### src/rtl/spi_regslave_pkg.sv
package spi_regslave_pkg;

    // Serial-side controller states
    typedef enum logic [1:0] {
        ST_IDLE  = 2'd0,
        ST_CMD   = 2'd1,
        ST_WDATA = 2'd2,
        ST_RDATA = 2'd3
    } spi_state_e;

    // Clocks between a read strobe and the load of the following byte
    localparam int LOAD_DELAY = 2;

endpackage

### src/rtl/spi_rs_sync.sv
module spi_rs_sync #(
    parameter int STAGES = 2
) (
    input  logic clk,
    input  logic rst_n,
    input  logic ss_n,
    input  logic sck,
    input  logic mosi,
    output logic ss_act,
    output logic sck_rise,
    output logic sck_fall,
    output logic mosi_s
);
    localparam int TOP = STAGES - 1;

    logic [STAGES-1:0] ss_q;
    logic [STAGES-1:0] sck_q;
    logic [STAGES-1:0] mosi_q;
    logic              sck_d;

    always_ff @(posedge clk or negedge rst_n) begin
        if (!rst_n) begin
            ss_q   <= '1;
            sck_q  <= '0;
            mosi_q <= '0;
            sck_d  <= 1'b0;
        end else begin
            ss_q   <= {ss_q[STAGES-2:0], ss_n};
            sck_q  <= {sck_q[STAGES-2:0], sck};
            mosi_q <= {mosi_q[STAGES-2:0], mosi};
            sck_d  <= sck_q[TOP];
        end
    end

    always_comb begin
        ss_act   = ~ss_q[TOP];
        sck_rise = sck_q[TOP] & ~sck_d;
        sck_fall = ~sck_q[TOP] & sck_d;
        mosi_s   = mosi_q[TOP];
    end

endmodule

### src/rtl/spi_rs_regfile.sv
module spi_rs_regfile #(
    parameter int ADDR_W = 6,
    parameter int DATA_W = 8,
    parameter logic [(1<<ADDR_W)-1:0] RO_MASK = '0
) (
    input  logic              clk,
    input  logic              rst_n,
    input  logic              spi_we,
    input  logic [ADDR_W-1:0] spi_addr,
    input  logic [DATA_W-1:0] spi_wdata,
    output logic [DATA_W-1:0] spi_rdata,
    input  logic              hw_we,
    input  logic [ADDR_W-1:0] hw_waddr,
    input  logic [DATA_W-1:0] hw_wdata,
    input  logic [ADDR_W-1:0] hw_raddr,
    output logic [DATA_W-1:0] hw_rdata
);
    localparam int DEPTH = 1 << ADDR_W;

    logic [DATA_W-1:0] mem [DEPTH];

    always_ff @(posedge clk or negedge rst_n) begin
        if (!rst_n) begin
            for (int i = 0; i < DEPTH; i++) mem[i] <= '0;
        end else begin
            for (int i = 0; i < DEPTH; i++) begin
                if (spi_we && (spi_addr == ADDR_W'(i)) && !RO_MASK[i])
                    mem[i] <= spi_wdata;
                else if (hw_we && (hw_waddr == ADDR_W'(i)))
                    mem[i] <= hw_wdata;
            end
        end
    end

    always_comb begin
        spi_rdata = mem[spi_addr];
        hw_rdata  = mem[hw_raddr];
    end

endmodule

### src/rtl/spi_rs_fsm.sv
module spi_rs_fsm
    import spi_regslave_pkg::*;
#(
    parameter int ADDR_W = 6,
    parameter int DATA_W = 8,
    parameter int CNT_W  = 3
) (
    input  logic              clk,
    input  logic              rst_n,
    input  logic              ss_act,
    input  logic              sck_rise,
    input  logic              sck_fall,
    input  logic              mosi_s,
    input  logic [DATA_W-1:0] rf_rdata,
    output logic              rf_we,
    output logic [ADDR_W-1:0] rf_addr,
    output logic [DATA_W-1:0] rf_wdata,
    output logic              miso_bit,
    output logic              rd_stb,
    output logic [ADDR_W-1:0] rd_addr,
    output spi_state_e        state,
    output logic [CNT_W-1:0]  bit_cnt,
    output logic              inc,
    output logic              data_done
);
    localparam int DIR_BIT = DATA_W - 1;
    localparam int INC_BIT = DATA_W - 2;
    localparam logic [CNT_W-1:0] LAST_BIT = CNT_W'(DATA_W - 1);

    spi_state_e state_q, state_d;
    logic [CNT_W-1:0]      bit_cnt_q;
    logic [DATA_W-1:0]     rx_q, tx_q, rx_next;
    logic [ADDR_W-1:0]     addr_q, rd_addr_q;
    logic                  inc_q, rd_stb_q;
    logic [LOAD_DELAY-1:0] load_q;
    logic                  in_xfer, byte_end, start_load;

    // Shared decode of the serial side
    always_comb begin
        in_xfer    = ss_act && (state_q != ST_IDLE);
        rx_next    = {rx_q[DATA_W-2:0], mosi_s};
        byte_end   = in_xfer && sck_rise && (bit_cnt_q == LAST_BIT);
        start_load = byte_end &&
                     (((state_q == ST_CMD) && !rx_next[DIR_BIT]) ||
                      (state_q == ST_RDATA));
    end

    // Next-state logic
    always_comb begin
        state_d = state_q;
        unique case (state_q)
            ST_IDLE:  if (ss_act) state_d = ST_CMD;
            ST_CMD: begin
                if (!ss_act)
                    state_d = ST_IDLE;
                else if (byte_end)
                    state_d = rx_next[DIR_BIT] ? ST_WDATA : ST_RDATA;
            end
            ST_WDATA: if (!ss_act) state_d = ST_IDLE;
            ST_RDATA: if (!ss_act) state_d = ST_IDLE;
        endcase
    end

    // State register
    always_ff @(posedge clk or negedge rst_n) begin
        if (!rst_n) state_q <= ST_IDLE;
        else        state_q <= state_d;
    end

    // Shift registers, bit counter, address and strobe
    always_ff @(posedge clk or negedge rst_n) begin
        if (!rst_n) begin
            bit_cnt_q <= '0;
            rx_q      <= '0;
            tx_q      <= '0;
            addr_q    <= '0;
            rd_addr_q <= '0;
            inc_q     <= 1'b0;
            rd_stb_q  <= 1'b0;
            load_q    <= '0;
        end else if (!ss_act) begin
            bit_cnt_q <= '0;
            tx_q      <= '0;
            rd_stb_q  <= 1'b0;
            load_q    <= '0;
        end else begin
            rd_stb_q <= 1'b0;
            load_q   <= {load_q[LOAD_DELAY-2:0], start_load};
            if (in_xfer && sck_rise) begin
                bit_cnt_q <= bit_cnt_q + 1'b1;
                rx_q      <= rx_next;
            end
            if (load_q[LOAD_DELAY-1])
                tx_q <= rf_rdata;
            else if ((state_q == ST_RDATA) && sck_fall && (bit_cnt_q != '0))
                tx_q <= {tx_q[DATA_W-2:0], 1'b0};
            if (byte_end) begin
                unique case (state_q)
                    ST_CMD: begin
                        addr_q <= rx_next[ADDR_W-1:0];
                        inc_q  <= rx_next[INC_BIT];
                    end
                    ST_RDATA: begin
                        rd_stb_q  <= 1'b1;
                        rd_addr_q <= addr_q;
                        if (inc_q) addr_q <= addr_q + 1'b1;
                    end
                    ST_WDATA: begin
                        if (inc_q) addr_q <= addr_q + 1'b1;
                    end
                    default: ;
                endcase
            end
        end
    end

    // Outputs
    always_comb begin
        rf_we     = byte_end && (state_q == ST_WDATA);
        rf_addr   = addr_q;
        rf_wdata  = rx_next;
        miso_bit  = (state_q == ST_RDATA) ? tx_q[DATA_W-1] : 1'b0;
        rd_stb    = rd_stb_q;
        rd_addr   = rd_addr_q;
        state     = state_q;
        bit_cnt   = bit_cnt_q;
        inc       = inc_q;
        data_done = byte_end && ((state_q == ST_WDATA) || (state_q == ST_RDATA));
    end

endmodule

### src/rtl/spi_regslave.sv
module spi_regslave
    import spi_regslave_pkg::*;
#(
    parameter int ADDR_W      = 6,
    parameter int DATA_W      = 8,
    parameter int SYNC_STAGES = 2,
    parameter logic [(1<<ADDR_W)-1:0] RO_MASK = 64'h0000_0001_0000_0001
) (
    input  logic              clk,
    input  logic              rst_n,
    input  logic              spi_ss_n,
    input  logic              spi_sck,
    input  logic              spi_mosi,
    output logic              spi_miso,
    output logic              spi_miso_oe,
    input  logic              hw_we,
    input  logic [ADDR_W-1:0] hw_waddr,
    input  logic [DATA_W-1:0] hw_wdata,
    input  logic [ADDR_W-1:0] hw_raddr,
    output logic [DATA_W-1:0] hw_rdata,
    output logic              rd_stb,
    output logic [ADDR_W-1:0] rd_addr
);
    localparam int CNT_W = $clog2(DATA_W);

    logic              ss_act, sck_rise, sck_fall, mosi_s;
    logic              rf_we;
    logic [ADDR_W-1:0] rf_addr;
    logic [DATA_W-1:0] rf_wdata, rf_rdata;
    logic              miso_bit;
    spi_state_e        fsm_state;
    logic [CNT_W-1:0]  fsm_bit_cnt;
    logic              fsm_inc, fsm_data_done;

    spi_rs_sync #(.STAGES(SYNC_STAGES)) u_sync (
        .clk      (clk),
        .rst_n    (rst_n),
        .ss_n     (spi_ss_n),
        .sck      (spi_sck),
        .mosi     (spi_mosi),
        .ss_act   (ss_act),
        .sck_rise (sck_rise),
        .sck_fall (sck_fall),
        .mosi_s   (mosi_s)
    );

    spi_rs_fsm #(.ADDR_W(ADDR_W), .DATA_W(DATA_W), .CNT_W(CNT_W)) u_fsm (
        .clk       (clk),
        .rst_n     (rst_n),
        .ss_act    (ss_act),
        .sck_rise  (sck_rise),
        .sck_fall  (sck_fall),
        .mosi_s    (mosi_s),
        .rf_rdata  (rf_rdata),
        .rf_we     (rf_we),
        .rf_addr   (rf_addr),
        .rf_wdata  (rf_wdata),
        .miso_bit  (miso_bit),
        .rd_stb    (rd_stb),
        .rd_addr   (rd_addr),
        .state     (fsm_state),
        .bit_cnt   (fsm_bit_cnt),
        .inc       (fsm_inc),
        .data_done (fsm_data_done)
    );

    spi_rs_regfile #(.ADDR_W(ADDR_W), .DATA_W(DATA_W), .RO_MASK(RO_MASK)) u_rf (
        .clk       (clk),
        .rst_n     (rst_n),
        .spi_we    (rf_we),
        .spi_addr  (rf_addr),
        .spi_wdata (rf_wdata),
        .spi_rdata (rf_rdata),
        .hw_we     (hw_we),
        .hw_waddr  (hw_waddr),
        .hw_wdata  (hw_wdata),
        .hw_raddr  (hw_raddr),
        .hw_rdata  (hw_rdata)
    );

    // The pad driver is enabled straight from the select pin
    always_comb begin
        spi_miso_oe = ~spi_ss_n;
        spi_miso    = miso_bit;
    end

endmodule

### config.mk
export PLATFORM = sky130hd
export DESIGN_NAME = spi_regslave
export DESIGN_NICKNAME = d
export VERILOG_FILES = /design/src/rtl/spi_regslave_pkg.sv /design/src/rtl/spi_rs_sync.sv /design/src/rtl/spi_rs_regfile.sv /design/src/rtl/spi_rs_fsm.sv /design/src/rtl/spi_regslave.sv
export SDC_FILE = /design/constraint.sdc
export NUM_CORES = 1
export LEC_CHECK = 0
export BUFFER_PORTS_ARGS = -buffer_cell sky130_fd_sc_hd__buf_2
export CAP_MARGIN = 20
export CORE_ASPECT_RATIO = 2
export CORE_MARGIN = 2
export CORE_UTILIZATION = 45
export CTS_CLUSTER_SIZE = 8
export DETAILED_ROUTE_END_ITERATION = 16
export SLEW_MARGIN = 40
export SYNTH_ARGS = -nofsm -noshare
export SYNTH_HDL_FRONTEND = slang
export SYNTH_SLANG_ARGS = --single-unit
### constraint.sdc
create_clock -name clk -period 4.74 [get_ports clk]
set_input_delay 0.711 -clock clk [delete_from_list [all_inputs] [get_ports clk]]
set_output_delay 0.711 -clock clk [all_outputs]
set_load 0.05 [all_outputs]
==> flow_summary.ini <==
[cells_and_area]
layout_common_cells = nand2_1 (604), mux2i_1 (553), dfrtp_1 (541), o21ai_1 (409), mux4_2 (290)
drive_above_1_share = 0.208
layout.cells.non_filler = 4041
final_common_cell = nand2_1
layout.nets = 3046
multi_input_area_sq_um = 18900
fill_cells = 6652
area_delta_synth_final_pct = 10.0
ff_latch_area_sq_um = 13900
postLayoutCellArea_sq_um = 37400

[detailed_routing]
finalWirelength_um = 123000
vias_per_cell = 6.43
dr_total_vias = 26000
drtAntennaViolNets = 0
drcViolationCount = 0
wire_per_inst_um = 30.5
dr.pass1.iters = 8
drt_iter0_markers = 2680

[timing]
final-hold-violation-count = 0
rsz0062_at_grt = no
hold_ws_ps = 160
worst_clock_skew_ps = 22.0
min_period_ps = 4040
fmax_ghz = 0.248
setup_ws_ps = 704
maxSlewViolCount = 0
worstMarginPinSlew_ps = 890
max_slew_margin = 0.406
finalCritPeriodShare = 0.852
finalSetupViolations = 0
fin_setup_tns_ps = 0

[synthesis]
yosys_register_bits = 555
yosysSeqAreaShare = 0.409
yosysUniqueCellTypes = 57
synth_flop_cell = dfrtp_1
syn_avg_cell_area_sq_um = 11.0
async_reset_ff_frac = 1.00
synth_area_sq_um = 34000
syn_nets = 3120
yosysWarnings = 0
postSynthCellCount = 3087
synth-edff-count = 0

[clocking]
cts_root_buf = clkbuf_16
clk_latency_ps = 670
clkTransAtPathRegs_ps = 40
cts.path.max_buffers = 3
cts-buffers-inserted = 79
cts_resized = 0
clock-sinks = 555
post_cts_buffers = 0
ctsHoldBuffers = 1
htree_num_levels = 3
cts_tree = built

[pwr]
vdd_ir_drop_max_uv = 255
power.density_nw_per_um2 = 370
p_leak_nw = 14.1

[grt]
antenna_found_initial = 5
grt.total_usage = 0.325
grt_pass1_wl_um = 182000
grt.overflow.total = 0
grt_max_degree = 85
grt_pass1_vias = 26400

[critical_path]
r2r_slack_ps = 1340
critPathLaunchType = primary input
arrival_ps = 3330
critPathRequiredTime_ps = 4030
cp_max_fo = 27
crit_type = in -> out
endpoint_kind = output port

[placement]
port_buffers = 42
hpwl_um = 88300
dpl-instance-area_sq_um = 35100
dp.cells = 3937
dpl_worst_slack_ps = 777
gp_congestion = 1.04

[run]
maxCapViolCount = 0

[floorplan]
fp.dieW_um = 198
num_rows = 142
die_area_sq_um = 77800
die_height_um = 393
coreArea_sq_um = 74800
initial_core_util = 0.454
boundaryPins = 43

[worst_hold_path]
worstHoldPathType = in -> reg

[run_status]
status = completed
[power breakdown]
group | switching [W] | leakage, nW | internal [W]
Combinational | 0.00126 | 7.47 | 0.00107
Sequential | 0.000877 | 5.60 | 0.00535
Clock | 0.00222 | 1.04 | 0.00304
Total | 0.00435 | 14.1 | 0.00945
[kinds of logic after synthesis]
kind of cell,count (synthesis),synth area share
AO/OA/AOI/OAI,575,0.0902
AND/OR/NAND/NOR,776,0.0940
buffers and inverters,294,0.0368
multiplexers,880,0.368
flip-flops,555,0.409
adder cells (fa/ha/maj),7,0.00258
[synthesized netlist by cell type (3+ instances only)]
cell type | number | area (sq um)
a31oi_1 | 7 | 43.8
nand2_1 | 604 | 2270
inv_1 | 11 | 41.3
buf_4 | 14 | 105
o221ai_1 | 4 | 35.0
a22oi_1 | 11 | 82.6
nand2b_1 | 6 | 37.5
a21oi_1 | 7 | 35.0
o21ai_1 | 409 | 2050
dfrtp_1 | 553 | 13800
o21ai_0 | 101 | 505
a221oi_1 | 8 | 70.1
buf_1 | 18 | 67.6
a22o_1 | 4 | 35.0
nor2b_1 | 8 | 50.1
and3_1 | 4 | 25.0
nor4_1 | 3 | 18.8
o22a_1 | 5 | 43.8
ha_1 | 7 | 87.6
nand3_1 | 13 | 65.1
buf_2 | 75 | 375
nor3_1 | 10 | 50.1
nand3b_1 | 5 | 37.5
a311oi_1 | 3 | 26.3
or2_1 | 4 | 25.0
mux2_2 | 37 | 417
mux4_2 | 290 | 6530
nor2_1 | 61 | 229
mux2i_1 | 553 | 5540
clkbuf_1 | 174 | 653
nor2_2 | 43 | 269
[worst max-delay path, stage by stage]
cell	delay [ps]
clkbuf_8	350
buf_12	250
mux4_2	530
mux4_2	610
mux2_2	370
nand2_1	90
o21ai_1	110
buf_2	240
[metal layers]
metal  GRT usage  wire [um]
met5           0         34
met4       0.289      13100
met2       0.534      60100
met3      0.0582       8300
met1       0.359      41700
[area by class of cell]
class / count / area share
Clock buffer: 91 / 0.0541
Multi-Input combinational cell: 2238 / 0.507
Antenna cell: 3 / 0.000201
Timing Repair Buffer: 126 / 0.0280
Sequential cell: 555 / 0.373
Tap cell: 1008 / 0.0338
Clock inverter: 7 / 0.00342
Inverter: 13 / 0.00131
[sequential cells by signal, summed over array words and instances, names as in the netlist]
| register | flops |
|---|---|
| u_sync.sck_d | 1 |
| u_fsm.bit_cnt | 3 |
| u_sync.mosi_q | 2 |
| u_fsm.rd_stb | 1 |
| u_sync.ss_q | 2 |
| u_fsm.rd_addr | 6 |
| u_fsm.tx_q | 8 |
| u_fsm.inc | 1 |
| u_fsm.rf_addr | 6 |
| u_rf.mem | 512 |
| u_fsm.rx_q | 7 |
| u_sync.sck_q | 2 |
| u_fsm.load_q | 2 |
| u_fsm.state | 2 |
[path summary, 6_finish.rpt]
path | start | end | depth (start not counted)
max in group asynchronous | rst_n | u_rf.mem[235] | 4
min in group asynchronous | rst_n | u_rf.mem[407] | 2
worst max-delay path | hw_raddr[0] | hw_rdata[2] | 8
worst min-delay path | spi_mosi | u_sync.mosi_q[0] | 1
worst max register to register | u_fsm.rf_addr[0] | u_fsm.tx_q[7] | 5
worst min register to register | u_sync.mosi_q[0] | u_sync.mosi_q[1] | 0
[stage by stage]
stage / total power [W] / util
6_report: 0.0138 / 0.500
4_1_cts: 0.0138 / 0.499
3_3_place_gp: 0.00843 / 0.468
2_1_floorplan: 0.00742 / -
3_5_place_dp: 0.00853 / 0.470
5_1_grt: 0.0142 / 0.499
No activity file was read; power rests on OpenSTA's default activity.
